$ cat src/rtl/tir_pkg.sv
package tir_pkg;
  localparam int PINS  = 32;
  localparam int PIN_W = 5;

  // configuration bit positions (stored subset)
  localparam int CB_LEVEL  = 1;
  localparam int CB_IE     = 2;
  localparam int CB_ROUTE  = 9;
  localparam int CB_MSG_EN = 14;
  // message register fields
  localparam int MB_VEC  = 0;
  localparam int MB_DEST = 44;

  typedef struct packed {
    logic             msg_en;
    logic [PIN_W-1:0] route;
    logic             ie;
    logic             level;
  } cfg_t;

  typedef struct packed {
    logic             use_msg;
    logic             edge_trig;
    logic [PIN_W-1:0] pin;
  } route_t;

  // Effective delivery for a timer: legacy override first, then message, then pin route.
  function automatic route_t tir_decode(cfg_t c, logic leg, logic [PIN_W-1:0] leg_pin, logic cap);
    route_t r;
    r.use_msg   = !leg && cap && c.msg_en;
    r.edge_trig = leg ? 1'b1 : !c.level;
    if (r.use_msg)  r.pin = '0;
    else if (leg)   r.pin = leg_pin;
    else            r.pin = c.route;
    return r;
  endfunction
endpackage

$ cat src/rtl/tir_timer_chan.sv
module tir_timer_chan
  import tir_pkg::*;
#(
  parameter int          IDX     = 0,
  parameter logic        CAP     = 1'b1,
  parameter logic [31:0] ALLOWED = 32'hFFFF_FFFE
) (
  input  logic             clk,
  input  logic             rst,
  input  logic             legacy_i,
  input  logic             cfg_we_i,
  input  cfg_t             cfg_wr_i,
  input  logic             msg_we_i,
  input  logic [7:0]       vec_wr_i,
  input  logic [7:0]       dest_wr_i,
  input  logic             clr_i,
  input  logic             expire_i,
  output logic             status_o,
  output logic [PIN_W-1:0] lvl_pin_o,
  output logic             pulse_o,
  output logic [PIN_W-1:0] pulse_pin_o,
  output logic             msg_req_o,
  output logic [7:0]       vec_o,
  output logic [7:0]       dest_o
);
  localparam logic             LEG_SLOT = (IDX < 2);
  localparam logic [PIN_W-1:0] LEG_PIN  = (IDX == 0) ? PIN_W'(2) : PIN_W'(8);

  cfg_t             cfg_q;
  logic             status_q, pulse_q;
  logic [PIN_W-1:0] lvl_pin_q, pulse_pin_q;
  logic [7:0]       vec_q, dest_q;

  logic   leg;
  route_t cur, wr;
  cfg_t   cfg_fixed;
  logic   stale, fire, fire_pin;

  always_comb begin
    leg   = legacy_i & LEG_SLOT;
    cur   = tir_decode(cfg_q, leg, LEG_PIN, CAP);
    wr    = tir_decode(cfg_wr_i, leg, LEG_PIN, CAP);
    cfg_fixed = cfg_wr_i;
    if (wr.pin != '0 && !ALLOWED[wr.pin]) cfg_fixed.route = '0;
    stale    = status_q && (!cfg_q.ie || cur.use_msg || cur.edge_trig || cur.pin != lvl_pin_q);
    fire     = expire_i && cfg_q.ie && !status_q;
    fire_pin = fire && !cur.use_msg && (cur.pin != '0);
  end

  always_ff @(posedge clk) begin
    if (rst) begin
      cfg_q       <= '0;
      status_q    <= 1'b0;
      lvl_pin_q   <= '0;
      pulse_q     <= 1'b0;
      pulse_pin_q <= '0;
      vec_q       <= '0;
      dest_q      <= '0;
    end else begin
      if (cfg_we_i) cfg_q <= cfg_fixed;
      if (msg_we_i) begin
        vec_q  <= vec_wr_i;
        dest_q <= dest_wr_i;
      end
      if (stale || clr_i) begin
        status_q <= 1'b0;
      end else if (fire_pin && !cur.edge_trig) begin
        status_q  <= 1'b1;
        lvl_pin_q <= cur.pin;
      end
      pulse_q <= fire_pin && cur.edge_trig;
      if (fire_pin && cur.edge_trig) pulse_pin_q <= cur.pin;
    end
  end

  assign status_o    = status_q;
  assign lvl_pin_o   = lvl_pin_q;
  assign pulse_o     = pulse_q;
  assign pulse_pin_o = pulse_pin_q;
  assign msg_req_o   = fire && cur.use_msg;
  assign vec_o       = vec_q;
  assign dest_o      = dest_q;

  a_r8_stale_release: assert property (@(posedge clk) disable iff (rst)
    (status_q && !cfg_q.ie) |=> !status_q);
  a_r4_no_refire: assert property (@(posedge clk) disable iff (rst)
    (expire_i && status_q) |=> !pulse_q);
  a_r3_level_origin: assert property (@(posedge clk) disable iff (rst)
    $rose(status_q) |-> $past(expire_i));
  a_r6_legacy_pin: assert property (@(posedge clk) disable iff (rst)
    (pulse_q && $past(legacy_i) && LEG_SLOT) |-> (pulse_pin_q == LEG_PIN));
endmodule

$ cat src/rtl/tir_msg_arb.sv
module tir_msg_arb #(
  parameter int N = 8
) (
  input  logic       clk,
  input  logic       rst,
  input  logic [N-1:0] req_i,
  input  logic [7:0] vec_i  [N],
  input  logic [7:0] dest_i [N],
  output logic       valid_o,
  output logic [7:0] vec_o,
  output logic [7:0] dest_o,
  output logic       bcast_o
);
  localparam int IDX_W = (N > 1) ? $clog2(N) : 1;

  logic [N-1:0]     pend_q, gnt_mask;
  logic [IDX_W-1:0] gnt_idx;
  logic             any;

  always_comb begin
    gnt_idx = '0;
    for (int i = N - 1; i >= 0; i--) begin
      if (pend_q[i]) gnt_idx = IDX_W'(i);
    end
    any      = |pend_q;
    gnt_mask = any ? (N'(1) << gnt_idx) : '0;
  end

  always_ff @(posedge clk) begin
    if (rst) begin
      pend_q  <= '0;
      valid_o <= 1'b0;
      vec_o   <= '0;
      dest_o  <= '0;
      bcast_o <= 1'b0;
    end else begin
      pend_q  <= (pend_q & ~gnt_mask) | req_i;
      valid_o <= any;
      if (any) begin
        vec_o   <= vec_i[gnt_idx];
        dest_o  <= dest_i[gnt_idx];
        bcast_o <= (dest_i[gnt_idx] == 8'hFF);
      end
    end
  end

  a_r11_from_queue: assert property (@(posedge clk) disable iff (rst)
    valid_o |-> $past(|pend_q));
  a_r11_drain: assert property (@(posedge clk) disable iff (rst)
    (|pend_q) |=> valid_o);
endmodule

$ cat src/rtl/tir_pin_merge.sv
module tir_pin_merge
  import tir_pkg::*;
#(
  parameter int N = 8
) (
  input  logic             clk,
  input  logic             rst,
  input  logic [N-1:0]     lvl_v_i,
  input  logic [PIN_W-1:0] lvl_pin_i [N],
  input  logic [N-1:0]     pls_v_i,
  input  logic [PIN_W-1:0] pls_pin_i [N],
  output logic [PINS-1:0]  pins_o
);
  logic [PINS-1:0] acc;

  always_comb begin
    acc = '0;
    for (int i = 0; i < N; i++) begin
      if (lvl_v_i[i]) acc[lvl_pin_i[i]] = 1'b1;
      if (pls_v_i[i]) acc[pls_pin_i[i]] = 1'b1;
    end
    acc[0] = 1'b0;
  end

  always_ff @(posedge clk) begin
    if (rst) pins_o <= '0;
    else     pins_o <= acc;
  end

  a_r10_level_live: assert property (@(posedge clk) disable iff (rst)
    (|lvl_v_i) |=> (pins_o != '0));
  a_r2_quiet_bus: assert property (@(posedge clk) disable iff (rst)
    (!(|lvl_v_i) && !(|pls_v_i)) |=> (pins_o == '0));
endmodule

$ cat src/rtl/tir_router.sv
module tir_router
  import tir_pkg::*;
#(
  parameter int                  NUM_TIMERS   = 8,
  parameter logic [NUM_TIMERS-1:0] MSG_CAP    = '1,
  parameter logic [31:0]         ALLOWED_PINS = 32'h0000_FFFE,
  localparam int                 IDX_W        = $clog2(NUM_TIMERS)
) (
  input  logic                  clk,
  input  logic                  rst,
  input  logic                  legacy_en,
  input  logic                  cfg_we,
  input  logic                  msg_we,
  input  logic [IDX_W-1:0]      wr_idx,
  input  logic [63:0]           wr_data,
  input  logic [NUM_TIMERS-1:0] stat_clr,
  input  logic [NUM_TIMERS-1:0] expire,
  output logic [31:0]           pin_out,
  output logic [NUM_TIMERS-1:0] stat_o,
  output logic                  msg_valid,
  output logic [7:0]            msg_vector,
  output logic [7:0]            msg_dest,
  output logic                  msg_bcast
);
  cfg_t       cfg_wr;
  logic [7:0] vec_wr, dest_wr;
  logic       unused_wr;

  always_comb begin
    cfg_wr.level  = wr_data[CB_LEVEL];
    cfg_wr.ie     = wr_data[CB_IE];
    cfg_wr.route  = wr_data[CB_ROUTE +: PIN_W];
    cfg_wr.msg_en = wr_data[CB_MSG_EN];
    vec_wr        = wr_data[MB_VEC +: 8];
    dest_wr       = wr_data[MB_DEST +: 8];
  end
  assign unused_wr = ^{wr_data[63:52], wr_data[43:15], wr_data[8]};

  logic [NUM_TIMERS-1:0] pulse_v, msg_req;
  logic [PIN_W-1:0]      lvl_pin [NUM_TIMERS];
  logic [PIN_W-1:0]      pls_pin [NUM_TIMERS];
  logic [7:0]            vec_a   [NUM_TIMERS];
  logic [7:0]            dest_a  [NUM_TIMERS];

  for (genvar g = 0; g < NUM_TIMERS; g++) begin : g_chan
    tir_timer_chan #(
      .IDX     (g),
      .CAP     (MSG_CAP[g]),
      .ALLOWED (ALLOWED_PINS)
    ) chan_i (
      .clk         (clk),
      .rst         (rst),
      .legacy_i    (legacy_en),
      .cfg_we_i    (cfg_we && (wr_idx == IDX_W'(g))),
      .cfg_wr_i    (cfg_wr),
      .msg_we_i    (msg_we && (wr_idx == IDX_W'(g))),
      .vec_wr_i    (vec_wr),
      .dest_wr_i   (dest_wr),
      .clr_i       (stat_clr[g]),
      .expire_i    (expire[g]),
      .status_o    (stat_o[g]),
      .lvl_pin_o   (lvl_pin[g]),
      .pulse_o     (pulse_v[g]),
      .pulse_pin_o (pls_pin[g]),
      .msg_req_o   (msg_req[g]),
      .vec_o       (vec_a[g]),
      .dest_o      (dest_a[g])
    );
  end

  tir_pin_merge #(.N(NUM_TIMERS)) merge_i (
    .clk       (clk),
    .rst       (rst),
    .lvl_v_i   (stat_o),
    .lvl_pin_i (lvl_pin),
    .pls_v_i   (pulse_v),
    .pls_pin_i (pls_pin),
    .pins_o    (pin_out)
  );

  tir_msg_arb #(.N(NUM_TIMERS)) arb_i (
    .clk     (clk),
    .rst     (rst),
    .req_i   (msg_req),
    .vec_i   (vec_a),
    .dest_i  (dest_a),
    .valid_o (msg_valid),
    .vec_o   (msg_vector),
    .dest_o  (msg_dest),
    .bcast_o (msg_bcast)
  );

  a_r1_reset_quiet: assert property (@(posedge clk)
    $past(rst) |-> (stat_o == '0 && !msg_valid));
endmodule

$ cat config.mk
export PLATFORM = sky130hd
export DESIGN_NAME = tir_router
export DESIGN_NICKNAME = d
export VERILOG_FILES = /design/src/rtl/tir_pkg.sv /design/src/rtl/tir_timer_chan.sv /design/src/rtl/tir_msg_arb.sv /design/src/rtl/tir_pin_merge.sv /design/src/rtl/tir_router.sv
export SDC_FILE = /design/constraint.sdc
export NUM_CORES = 1
export LEC_CHECK = 0
export BUFFER_PORTS_ARGS = -buffer_cell sky130_fd_sc_hd__buf_2
export CAP_MARGIN = 20
export CORE_MARGIN = 5
export CORE_UTILIZATION = 50
export DETAILED_ROUTE_END_ITERATION = 7
export GPL_TIMING_DRIVEN = 1
export PLACE_DENSITY = 0.68
export SLEW_MARGIN = 20
export SYNTH_ARGS = -nofsm -noshare
export SYNTH_HDL_FRONTEND = slang
export SYNTH_HIERARCHICAL = 1
export SYNTH_SLANG_ARGS = --single-unit
$ cat constraint.sdc
create_clock -name clk -period 4.8 [get_ports clk]
set_input_delay 1.2 -clock clk [delete_from_list [all_inputs] [get_ports clk]]
set_output_delay 1.2 -clock clk [all_outputs]
set_load 0.05 [all_outputs]
==> flow_summary_export.csv, run 1 <==
group,metric,value,unit
run_status,status,"finished, final reports clean",
clock_network,clock_sinks,345,
cells_and_area,fin_area,20920,um^2
synthesis,syn_inst,2194,
placed_design,gp_congestion,1.098,
synthesis,synth_area,18950,um^2
floorplanning,die_w,204.7,um
synthesis,synth_largest_area_cell,"dfxtp_1",
timing,slew_headroom,0.3395,
routing,viasPerCell,6.797,
floorplanning,die_area,41890,um^2
clock_network,clockBufferDepth,3,
placed_design,port_buffers,102,
synthesis,ys_types,98,
routing,vias,18680,
timing,hold_ws,0.4585,ns
timing,tightest_slew,0.9769,ns
clock_network,numCtsBuffers,38,
power_and_ir_drop,p_leak,7.191,nW
min_path,hold_path_depth,2,
routing,ant_nets,0,
synthesis,synth_async_sr_flop_share,0,
global_routing,grt_pass1_wl,116100,um
critical_path,start_kind,"flip-flop",
critical_path,r2r_end,"arb_i/bcast_o$_SDFFE_PP0P_",
synthesis,ys_seq_area_frac,0.3645,
critical_path,crit_fanout,15,
timing,fin_crit_sh,0.6389,
critical_path,crit_slowest_cell,"nand2_1",
synthesis,synth_top_area_share,0.3645,
routing,drc,0,
clock_network,clk_pin_slew,0.06,ns
synthesis,yosys_register_bits,345,
critical_path,rrSetupSlack,1.73,ns
clock_network,postCtsResizedCells,0,
cells_and_area,fin_nets,2298,
global_routing,gr-total-overflow,0,
critical_path,cp_data_required_time,5.28,ns
synthesis,yosys_warnings,6,
global_routing,grt_pass1_vias,17740,
routing,first_pass_iters,6,
timing,finalSetupTns,0,ns
clock_network,clock_latency,0.58,ns
timing,maxSlewViolCount,0,
min_path,hold_path.class,"flip-flop to flip-flop",
clock_network,htree_levels,2,
critical_path,critPathKind,"flip-flop to flip-flop",
floorplanning,fp-row-count,71,
floorplanning,coreArea,37580,um^2
critical_path,cp_top_family,"simple AND/OR/NAND/NOR gates",
power_and_ir_drop,power.density,300.5,nW/um^2
critical_path,critPathMostFrequentCell,"o21ai_0",
critical_path,crit_buf_inv,0,
critical_path,crit_chain,"or4_1 > nand2_1 > o21ai_0 > a221oi_1 > o21ai_0 > o2bb2ai_1 > o31ai_1",
critical_path,cp_slowest_stage_delay,0.67,ns
floorplanning,num_io_pins,146,
job,cap_violations,0,
placed_design,place.detailed.hpwl,55760,um
critical_path,crit_start,"arb_i/pend_q[5]$_SDFF_PP0_",
synthesis,synth.top_cells.by_count,"384 x nor2_1, 345 x dfxtp_1, 223 x mux2i_1, 187 x o22ai_1, 97 x clkbuf_1",
critical_path,cp-end-kind,"flip-flop",
cells_and_area,post-route-util,0.5567,
timing,setup_viol,0,
synthesis,synth.most_common_cell,"nor2_1",
clock_network,cts_tree,"done",
timing,rsz0062_at_grt,"false",
synthesis,yosys-top-cells-area,"dfxtp_1 36%, mux2i_1 12%, nor2_1 7.6%",
synthesis,synthFlopType,"dfxtp_1",
placed_design,dpl-instance-area,19590,um^2
synthesis,synth-edff-count,0,
critical_path,worst-path-stages,7,
synthesis,synthesis.area_per_instance,8.637,um^2
routing,drtIter0Drc,2048,
clock_network,cts_hold_buf,0,
critical_path,ff2ff_path_depth,7,
power_and_ir_drop,peakVddDrop,0.3400,mV
critical_path,critPathArrivalTime,3.55,ns
cells_and_area,areaGrowthSynthToFinish,10.39,%
global_routing,antenna_found_initial,2,
critical_path,r2r_start,"arb_i/pend_q[5]$_SDFF_PP0_",
routing,wire_per_inst,29.11,um
synthesis,syn_nets,2282,
cells_and_area,post_route_cells_drive_above_1_share,0.1105,
global_routing,grt_max_degree,141,
floorplanning,die_y,204.7,um
timing,fin_worst_skew,0.02288,ns
global_routing,grtUsageTotal,0.3678,
clock_network,cts_setup_buffers,0,
critical_path,endpoint,"arb_i/bcast_o$_SDFFE_PP0P_",
routing,totalWireLength,79990,um
timing,hold_viol_final,0,
timing,post-route-min-period,3.067,ns
clock_network,cts-root-buf,"clkbuf_16",
timing,timing.fmax,326.1,MHz
floorplanning,start_util,0.5043,
[registers in the layout, indices dropped and copies added (netlist names)]
| register | count |
|---|---|
| arb_i/vec_o | 8 |
| arb_i/dest_o | 8 |
| g_chan.chan_i/status_o | 8 |
| g_chan.chan_i/pulse_pin_o | 40 |
| arb_i/valid_o | 1 |
| g_chan.chan_i/pulse_o | 8 |
| g_chan.chan_i/vec_o | 64 |
| g_chan.chan_i/dest_o | 64 |
| merge_i/pins_o | 31 |
| g_chan.chan_i/lvl_pin_o | 40 |
| arb_i/pend_q | 8 |
| g_chan.chan_i/cfg_q | 64 |
| arb_i/bcast_o | 1 |
[stage by stage]
step	power (mW)	cells	worst slack [ns]
3_5_place_dp	3.271	2681	1.815
5_1_grt	6.477	2746	1.655
4_1_cts	6.321	2746	1.816
6_report	6.286	2748	1.733
3_3_place_gp	3.260	2681	1.881
2_1_floorplan	3.167	2194	2.279
[how the worst min path moves through the flow]
stage | end | slack, ns | from
final | arb_i/dest_o[3]$_SDFFE_PP0P_ | 0.46 | arb_i/dest_o[3]$_SDFFE_PP0P_
after global routing | arb_i/dest_o[3]$_SDFFE_PP0P_ | 0.50 | arb_i/dest_o[3]$_SDFFE_PP0P_
after CTS | arb_i/dest_o[3]$_SDFFE_PP0P_ | 0.46 | arb_i/dest_o[3]$_SDFFE_PP0P_
after detailed placement | arb_i/dest_o[3]$_SDFFE_PP0P_ | 0.44 | arb_i/dest_o[3]$_SDFFE_PP0P_
after global placement | arb_i/dest_o[3]$_SDFFE_PP0P_ | 0.44 | arb_i/dest_o[3]$_SDFFE_PP0P_
after floorplan | g_chan[2].chan_i/dest_o[2]$_SDFFE_PP0P_ | 0.45 | g_chan[2].chan_i/dest_o[2]$_SDFFE_PP0P_
[where the power goes]
| part | total, mW | switching [mW] | internal [mW] |
|---|---|---|---|
| registers | 2.93 | 0.0299 | 2.90 |
| logic | 0.288 | 0.192 | 0.0952 |
| clock network | 3.07 | 1.25 | 1.82 |
| total | 6.29 | 1.47 | 4.82 |
[kinds of logic (layout without fill, tap and decap cells)]
group | count (synthesis) | count (layout) | share of synthesized area
flip-flops | 345 | 345 | 0.3645
AO/OA/AOI/OAI | 508 | 508 | 0.1950
buffers and inverters | 152 | 193 | 0.03526
AND/OR/NAND/NOR | 931 | 931 | 0.2714
multiplexers | 224 | 224 | 0.1184
XOR/XNOR | 33 | 33 | 0.01525
other | 1 | 3 | 0.0001979
[worst reg2reg max path, delay by kind of cell, from the launching register on]
kind / cells / cell delay [ns]
AOI/OAI and AO/OA: 5 / 1.21
and+or+nand+nor: 2 / 1.34
DFF: 1 / 0.42
[per-layer routing]
| layer | GRT usage | wire length [um] |
|---|---|---|
| met1 | 0.4576 | 31290 |
| met2 | 0.5790 | 35140 |
| met3 | 0.09150 | 8006 |
| met4 | 0.2161 | 5544 |
| met5 | 0 | 7 |
[final cells by class]
cell class,count,area [um^2]
clock buffers,49,1082
multi-input cells,1697,11380
well taps,511,639.4
repair buffers,112,608.1
inverters,16,60.06
clock inverters,16,234.0
diodes,2,5.005
fillers,3448,16660
flip-flops and latches,345,6907
[cell usage in the layout, fill, tap and decap left out, types with 10 or more instances in the layout]
cell,netlist,layout
o22a_1,10,10
o22ai_1,187,187
and4bb_2,10,10
o211ai_1,10,10
mux2i_1,223,223
nor2_1,384,383
inv_1,14,14
nor3_1,47,47
a22oi_1,12,12
a221oi_1,16,16
buf_2,24,101
or2_1,14,14
nand4_1,16,16
a21oi_1,75,75
o221ai_1,17,17
clkbuf_16,0,38
o211ai_4,12,12
a221o_1,10,10
nor4_1,10,10
nand2b_1,69,69
nand3b_1,20,20
o21ai_0,30,30
a211oi_1,11,11
nand4b_1,43,43
xnor2_1,32,32
or2b_1,13,13
nor2b_1,67,67
and2_1,11,11
a31oi_1,33,33
nand3_1,76,76
nand2_1,51,51
dfxtp_1,345,345
(Power assumes the default switching activity.)
==> run 2, diff against run 1 <==
--- a/config.mk
+++ b/config.mk
@@ -5,6 +5,7 @@
 export SDC_FILE = /design/constraint.sdc
 export NUM_CORES = 1
 export LEC_CHECK = 0
+export ABC_AREA = 1
 export BUFFER_PORTS_ARGS = -buffer_cell sky130_fd_sc_hd__buf_2
 export CAP_MARGIN = 20
 export CORE_MARGIN = 5
==> constraint.sdc (replaced) <==
create_clock -name clk -period 3.1 [get_ports clk]
set_input_delay 0.775 -clock clk [delete_from_list [all_inputs] [get_ports clk]]
set_output_delay 0.775 -clock clk [all_outputs]
set_load 0.05 [all_outputs]
==> run 2 against run 1 <==
Net effect: setup slack worse by 1.1 ns; synthesized cell count increased by 56%; power grew 60%; routed wire length fell by 11%; clock skew down 0.011 ns; critical path type unchanged; area after synthesis grew 8.9%; register-to-register slack worse by 1.1 ns; flip-flop and latch count unchanged; largest cell class unchanged; clock-buffer cell count rose by 9; combinational power increased by 97%; utilization increased by 0.72 points; critical path depth rose by 6.
==> flow_summary_export.csv, run 2 <==
group,metric,value,unit
clock_network,clockBufferDepth,3,
synthesis,yosys_register_bits,345,
power_and_ir_drop,power.switching,2.374,mW
synthesis,synth_async_sr_flop_share,0,
synthesis,yosys-top-cells-area,"dfxtp_1 33%, nand2_1 21%, nor2_1 13%",
power_and_ir_drop,combPwrFrac,0.056,
routing,totalWireLength,71100,um
critical_path,crit_slowest_cell,"inv_2",
power_and_ir_drop,p_sw_frac,0.2355,
timing,hold_viol_final,0,
global_routing,gr-total-overflow,0,
power_and_ir_drop,peakVddDrop,0.3815,mV
timing,fin_crit_sh,0.7812,
clock_network,clock_sinks,345,
global_routing,antenna_found_initial,1,
floorplanning,start_util,0.5053,
timing,slew_headroom,0.4937,
critical_path,critPathArrivalTime,2.92,ns
clock_network,cts_setup_buffers,0,
placed_design,place.detailed.hpwl,52800,um
global_routing,grt_pass1_vias,19910,
floorplanning,die_area,45430,um^2
cells_and_area,fill_cells,4148,
cells_and_area,diodes,0,
critical_path,cp-end-kind,"flip-flop",
synthesis,synth_largest_area_cell,"dfxtp_1",
floorplanning,coreArea,40830,um^2
cells_and_area,fin_area,23020,um^2
routing,viasPerCell,5.423,
floorplanning,fp-row-count,74,
synthesis,synth_area,20630,um^2
synthesis,synth_top_area_share,0.3347,
global_routing,grt_max_degree,36,
critical_path,critPathKind,"flip-flop to flip-flop",
timing,timing.fmax,413.0,MHz
global_routing,grtUsageTotal,0.3058,
synthesis,synthesis.area_per_instance,6.010,um^2
power_and_ir_drop,intPower,7.706,mW
synthesis,synthFlopType,"dfxtp_1",
clock_network,cts_tree,"done",
power_and_ir_drop,clkPwrFrac,0.488,
timing,maxSlewViolCount,0,
synthesis,ys_seq_area_frac,0.3347,
power_and_ir_drop,p_leak,11.38,nW
critical_path,critPathMostFrequentCell,"nand2_1",
critical_path,cp_data_required_time,3.60,ns
floorplanning,num_io_pins,146,
clock_network,cts-root-buf,"clkbuf_16",
critical_path,start_kind,"flip-flop",
run_status,status,"finished, final reports clean",
placed_design,dp.cells,4023,
cells_and_area,top_regs,"g_chan.chan_i/cfg_q (64), g_chan.chan_i/dest_o (64), g_chan.chan_i/vec_o (64)",
placed_design,port_buffers,102,
critical_path,cp_slowest_stage_delay,0.39,ns
routing,drtIter0Drc,2144,
cells_and_area,areaGrowthSynthToFinish,11.59,%
synthesis,synth.most_common_cell,"nand2_1",
cells_and_area,final_common_cell,"nand2_1",
clock_network,clock_latency,0.57,ns
job,cap_violations,0,
clock_network,clk_pin_slew,0.06,ns
clock_network,cts_hold_buf,0,
routing,first_pass_iters,6,
routing,drc,0,
timing,setup_viol,0,
power_and_ir_drop,sequentialPowerShare,0.456,
cells_and_area,stdcell_count,4091,
clock_network,postCtsResizedCells,0,
cells_and_area,mostFrequentLayoutCells,"1136 x nand2_1, 727 x nor2_1, 345 x dfxtp_1, 281 x inv_1, 210 x o21ai_0",
cells_and_area,post_route_cells_drive_above_1_share,0.1194,
timing,rsz0062_at_grt,"false",
synthesis,syn_nets,3521,
timing,finalSetupTns,0,ns
synthesis,ys_types,33,
min_path,hold_path.class,"flip-flop to flip-flop",
power_and_ir_drop,power.density,437.8,nW/um^2
placed_design,dpl-instance-area,21670,um^2
critical_path,crit_chain,"nor2_2 > nand2_1 > inv_1 > nand2_2 > inv_2 > nand2_1 > nor2_1 > nand3_1 > nand2_1 > nand3_1 > nor2_1 > nand2_1 > a21oi_2",
timing,post-route-min-period,2.422,ns
floorplanning,die_w,213.1,um
cells_and_area,fin_nets,3621,
cells_and_area,post-route-util,0.5639,
clock_network,htree_levels,2,
floorplanning,die_y,213.1,um
placed_design,gp_congestion,0.9927,
synthesis,synth-edff-count,0,
synthesis,syn_inst,3433,
timing,tightest_slew,0.7567,ns
critical_path,cp_top_family,"simple AND/OR/NAND/NOR gates",
critical_path,crit_buf_inv,2,
timing,fin_worst_skew,0.01158,ns
synthesis,yosys_warnings,6,
routing,wire_per_inst,17.38,um
clock_network,numCtsBuffers,40,
global_routing,grt_pass1_wl,110400,um
synthesis,synth.top_cells.by_count,"1136 x nand2_1, 727 x nor2_1, 345 x dfxtp_1, 281 x inv_1, 210 x o21ai_0",
routing,ant_nets,0,
routing,vias,22190,
critical_path,crit_fanout,19,
-- run 2: power by group through the flow --
stage | logic [mW] | registers [mW] | clock network, mW
2_1_floorplan | 0.331 | 4.67 | 0
3_3_place_gp | 0.542 | 4.68 | 0
3_5_place_dp | 0.556 | 4.69 | 0
4_1_cts | 0.559 | 4.59 | 5.01
5_1_grt | 0.621 | 4.60 | 5.20
6_report | 0.567 | 4.59 | 4.92
-- run 2: final cells by class --
class                   instances  area (um^2)  area share
multi-input cells            2698        12160      0.5280
flip-flops and latches        345         6907      0.3000
inverters                     312         1171     0.05086
clock buffers                  58         1170     0.05081
repair buffers                136        768.2     0.03337
well taps                     532        665.6     0.02891
clock inverters                10        186.4    0.008097
-- run 2: per-layer routing --
metal / up-vias / part of all wire / track usage
li1: 10990 / - / -
met5: - / 0.00020 / 0
met1: 10160 / 0.45 / 0.4400
met2: 905 / 0.43 / 0.4691
met4: 2 / 0.036 / 0.1151
met3: 128 / 0.083 / 0.04011
-- run 2: cells by family (layout without fill, tap and decap cells) --
family	after synthesis	after routing	synth area share
AND/OR/NAND/NOR	2301	2301	0.4857
AO/OA/AOI/OAI	396	396	0.1033
buffers and inverters	390	516	0.07605
flip-flops	345	345	0.3347
other	1	1	0.0001818
-- run 2: path summary, 6_finish.rpt --
| check | from | endpoint | slack, ns | cells after the start |
|---|---|---|---|---|
| setup / recovery | arb_i/pend_q[3]$_SDFF_PP0_ | arb_i/bcast_o$_SDFFE_PP0P_ | 0.68 | 13 |
| hold / removal | arb_i/dest_o[1]$_SDFFE_PP0P_ | arb_i/dest_o[1]$_SDFFE_PP0P_ | 0.47 | 2 |
| setup reg to reg | arb_i/pend_q[3]$_SDFF_PP0_ | arb_i/bcast_o$_SDFFE_PP0P_ | 0.68 | 13 |
| hold reg to reg | arb_i/dest_o[1]$_SDFFE_PP0P_ | arb_i/dest_o[1]$_SDFFE_PP0P_ | 0.47 | 2 |
-- run 2: through the flow --
step	power, mW	hold slack [ns]	setup WS (ns)
after floorplan	5.004	0.4516	1.289
after global placement	5.226	0.4547	0.7463
after detailed placement	5.244	0.4633	0.7283
after CTS	10.16	0.4738	0.6971
after global routing	10.43	0.4941	0.4513
final	10.08	0.4711	0.6784
-- run 2: worst register-to-register path, stage by stage (launching register included) --
cell     delay, ns
dfxtp_1       0.33
nor2_2        0.21
nand2_1       0.25
inv_1         0.18
nand2_2       0.23
inv_2         0.39
nand2_1       0.10
nor2_1        0.09
nand3_1       0.07
nand2_1       0.12
nand3_1       0.11
nor2_1        0.10
nand2_1       0.07
a21oi_2       0.11
==> run 3, diff against run 2 <==
--- a/config.mk
+++ b/config.mk
@@ -12,7 +12,7 @@
 export CORE_UTILIZATION = 50
 export DETAILED_ROUTE_END_ITERATION = 7
 export GPL_TIMING_DRIVEN = 1
-export PLACE_DENSITY = 0.68
+export PLACE_DENSITY = 0.71
 export SLEW_MARGIN = 20
 export SYNTH_ARGS = -nofsm -noshare
 export SYNTH_HDL_FRONTEND = slang
==> constraint.sdc (replaced) <==
create_clock -name clk -period 2.1 [get_ports clk]
set_input_delay 0.525 -clock clk [delete_from_list [all_inputs] [get_ports clk]]
set_output_delay 0.525 -clock clk [all_outputs]
set_load 0.05 [all_outputs]
==> run 3 against run 2 <==
Net effect: cell area rose by 2.0%; clock skew rose by 0.0090 ns; critical path type is now flip-flop to primary output; largest power group unchanged; routed wire length fell by 4.8%; first-iteration DRC count rose by 9.1%; critical endpoint is now stat_o[5]; cell count rose by 1.0%; largest cell class unchanged.
==> flow_summary_export.csv, run 3 (synthesis results as in run 2) <==
group,metric,value,unit
run_status,status,"finished, final reports clean",
floorplanning,die_area,45430,um^2
cells_and_area,stdcell_count,4133,
routing,drc,0,
critical_path,critPathKind,"flip-flop to primary output",
critical_path,critPathArrivalTime,1.49,ns
cells_and_area,fill_cells,4125,
global_routing,grt_pass1_vias,19520,
timing,maxSlewViolCount,0,
cells_and_area,post_route_cells_drive_above_1_share,0.1306,
timing,setup_viol,0,
power_and_ir_drop,sequentialPowerShare,0.443,
clock_network,clk_pin_slew,0.06,ns
clock_network,cts_tree,"done",
cells_and_area,areaGrowthSynthToFinish,13.84,%
clock_network,cts-root-buf,"clkbuf_16",
min_path,hold_path_depth,4,
timing,post-route-min-period,2.019,ns
routing,vias,21880,
power_and_ir_drop,combPwrFrac,0.056,
timing,finalSetupTns,0,ns
power_and_ir_drop,power.switching,3.632,mW
clock_network,clock_sinks,345,
placed_design,place.detailed.hpwl,49680,um
power_and_ir_drop,power.density,650.8,nW/um^2
power_and_ir_drop,p_sw_frac,0.2376,
floorplanning,fp-row-count,74,
job,cap_violations,0,
placed_design,gp_congestion,0.9699,
critical_path,start_kind,"flip-flop",
routing,ant_nets,0,
placed_design,port_buffers,102,
timing,fin_worst_skew,0.02054,ns
global_routing,grtUsageTotal,0.2921,
clock_network,numCtsBuffers,39,
power_and_ir_drop,p_leak,11.63,nW
timing,slew_headroom,0.4871,
floorplanning,coreArea,40830,um^2
timing,rsz0062_at_grt,"false",
timing,hold_viol_final,0,
clock_network,htree_levels,2,
critical_path,crit_chain,"buf_2",
cells_and_area,final_common_cell,"nand2_1",
critical_path,cp_data_required_time,1.57,ns
floorplanning,num_io_pins,146,
global_routing,grt_pass1_wl,106600,um
routing,drtIter0Drc,2339,
clock_network,clockBufferDepth,3,
critical_path,ff2ff_path_depth,12,
placed_design,dp.cells,4061,
min_path,hold_start,"stat_clr[1]",
critical_path,crit_fanout,8,
cells_and_area,multi_input_area,12180,um^2
floorplanning,die_y,213.1,um
routing,totalWireLength,67690,um
critical_path,crit_buf_inv,1,
clock_network,clock_latency,0.59,ns
critical_path,r2r_end,"arb_i/bcast_o$_SDFFE_PP0P_",
global_routing,gr-total-overflow,0,
critical_path,cp_top_family,"flip-flops",
critical_path,rrSetupSlack,0.16,ns
cells_and_area,mostFrequentLayoutCells,"1135 x nand2_1, 727 x nor2_1, 344 x dfxtp_1, 281 x inv_1, 210 x o21ai_0",
power_and_ir_drop,peakVddDrop,0.6151,mV
critical_path,crit_start,"g_chan[5].chan_i/status_o$_SDFFE_PP0P_",
min_path,hold_path_end,"g_chan[1].chan_i/status_o$_SDFFE_PP0P_",
timing,timing.fmax,495.3,MHz
critical_path,crit_slowest_cell,"dfxtp_1",
power_and_ir_drop,intPower,11.65,mW
global_routing,grt_max_degree,38,
cells_and_area,post-route-util,0.5752,
critical_path,cp_slowest_stage_delay,0.55,ns
floorplanning,die_w,213.1,um
floorplanning,start_util,0.5053,
global_routing,antenna_found_initial,1,
power_and_ir_drop,clkPwrFrac,0.500,
timing,tightest_slew,0.7686,ns
critical_path,cp-end-kind,"primary output",
routing,viasPerCell,5.293,
min_path,hold_path.class,"primary input to flip-flop",
cells_and_area,fin_nets,3660,
critical_path,r2r_start,"arb_i/pend_q[3]$_SDFF_PP0_",
routing,wire_per_inst,16.38,um
routing,first_pass_iters,6,
timing,fin_crit_sh,0.9614,
cells_and_area,top_regs,"g_chan.chan_i/cfg_q (64), g_chan.chan_i/dest_o (64), g_chan.chan_i/vec_o (64)",
cells_and_area,regArea,6908,um^2
[run 3: cell count changes in the layout (fill, tap and decap cells not counted), moves of 2 or more]
| cell | change |
|---|---|
| buf_4 | +34 |
| buf_12 | +5 |
| bufinv_16 | +4 |
| clkbuf_8 | -3 |
| a21oi_1 | -2 |
| a21oi_2 | +2 |
| clkbuf_16 | -2 |
[run 3: power groups by stage]
stage          Sequential [mW]  Combinational, mW  Clock [mW]
2_1_floorplan             6.90              0.489           0
3_3_place_gp              6.91              0.829           0
3_5_place_dp              6.92              0.837           0
4_1_cts                   6.77              0.842        7.74
5_1_grt                   6.79              0.936        8.05
6_report                  6.78              0.859        7.65
[run 3: final cells by class]
type / instances / area share
clock inverter: 16 / 0.01486
multi-input combinational: 2698 / 0.5184
tap: 532 / 0.02834
timing repair buffer: 176 / 0.04832
clock buffer: 53 / 0.04592
inverter: 312 / 0.04997
sequential: 345 / 0.2941
antenna: 1 / 0.0001065
[run 3: worst max-delay path by stage]
stage,to,cells past startpoint
2_1_floorplan,arb_i/bcast_o$_SDFFE_PP0P_,13
3_3_place_gp,arb_i/vec_o[1]$_SDFFE_PP0P_,13
3_5_place_dp,g_chan[0].chan_i/lvl_pin_o[0]$_SDFFE_PP0P_,12
4_1_cts,stat_o[5],1
5_1_grt,arb_i/bcast_o$_SDFFE_PP0P_,12
6_report,stat_o[5],1
[run 3: layer usage]
layer	global-route usage	wire length, um	up-vias
met5	0	0	-
met4	0.09978	2330	0
met3	0.03556	4976	151
met2	0.4744	30450	887
met1	0.4048	29930	9765
li1	-	-	11070
[run 3: timing repair]
item / in CTS / in global routing
setup endpoints to repair: 0 / 3
endpoints found under the hold margin: 0 / 0
resized for setup: 0 / 7
buffers inserted: 0 / 2
hold buffers: 0 / 0
[run 3: worst reg2reg max path, cell delays in order (launching register included)]
cell	delay, ns
dfxtp_1	0.34
nor2_2	0.23
nand2_1	0.09
nand2_1	0.18
buf_12	0.21
nor3_1	0.08
nor2_1	0.13
nand3_1	0.08
nand2_1	0.16
nand3_1	0.10
nor2_1	0.09
nand2_1	0.07
a21oi_2	0.11
[run 3: through the flow]
stage	cell area (um^2)	hold WS, ns	worst slack (ns)	power (mW)
after floorplan	20630	0.4516	0.4919	7.387
final	23490	0.2612	0.08112	15.29
after detailed placement	22000	0.4588	0.1296	7.753
after CTS	23430	0.2294	0.04259	15.36
after global routing	23490	0.2926	0.003462	15.78
after global placement	22000	0.4583	0.1698	7.743
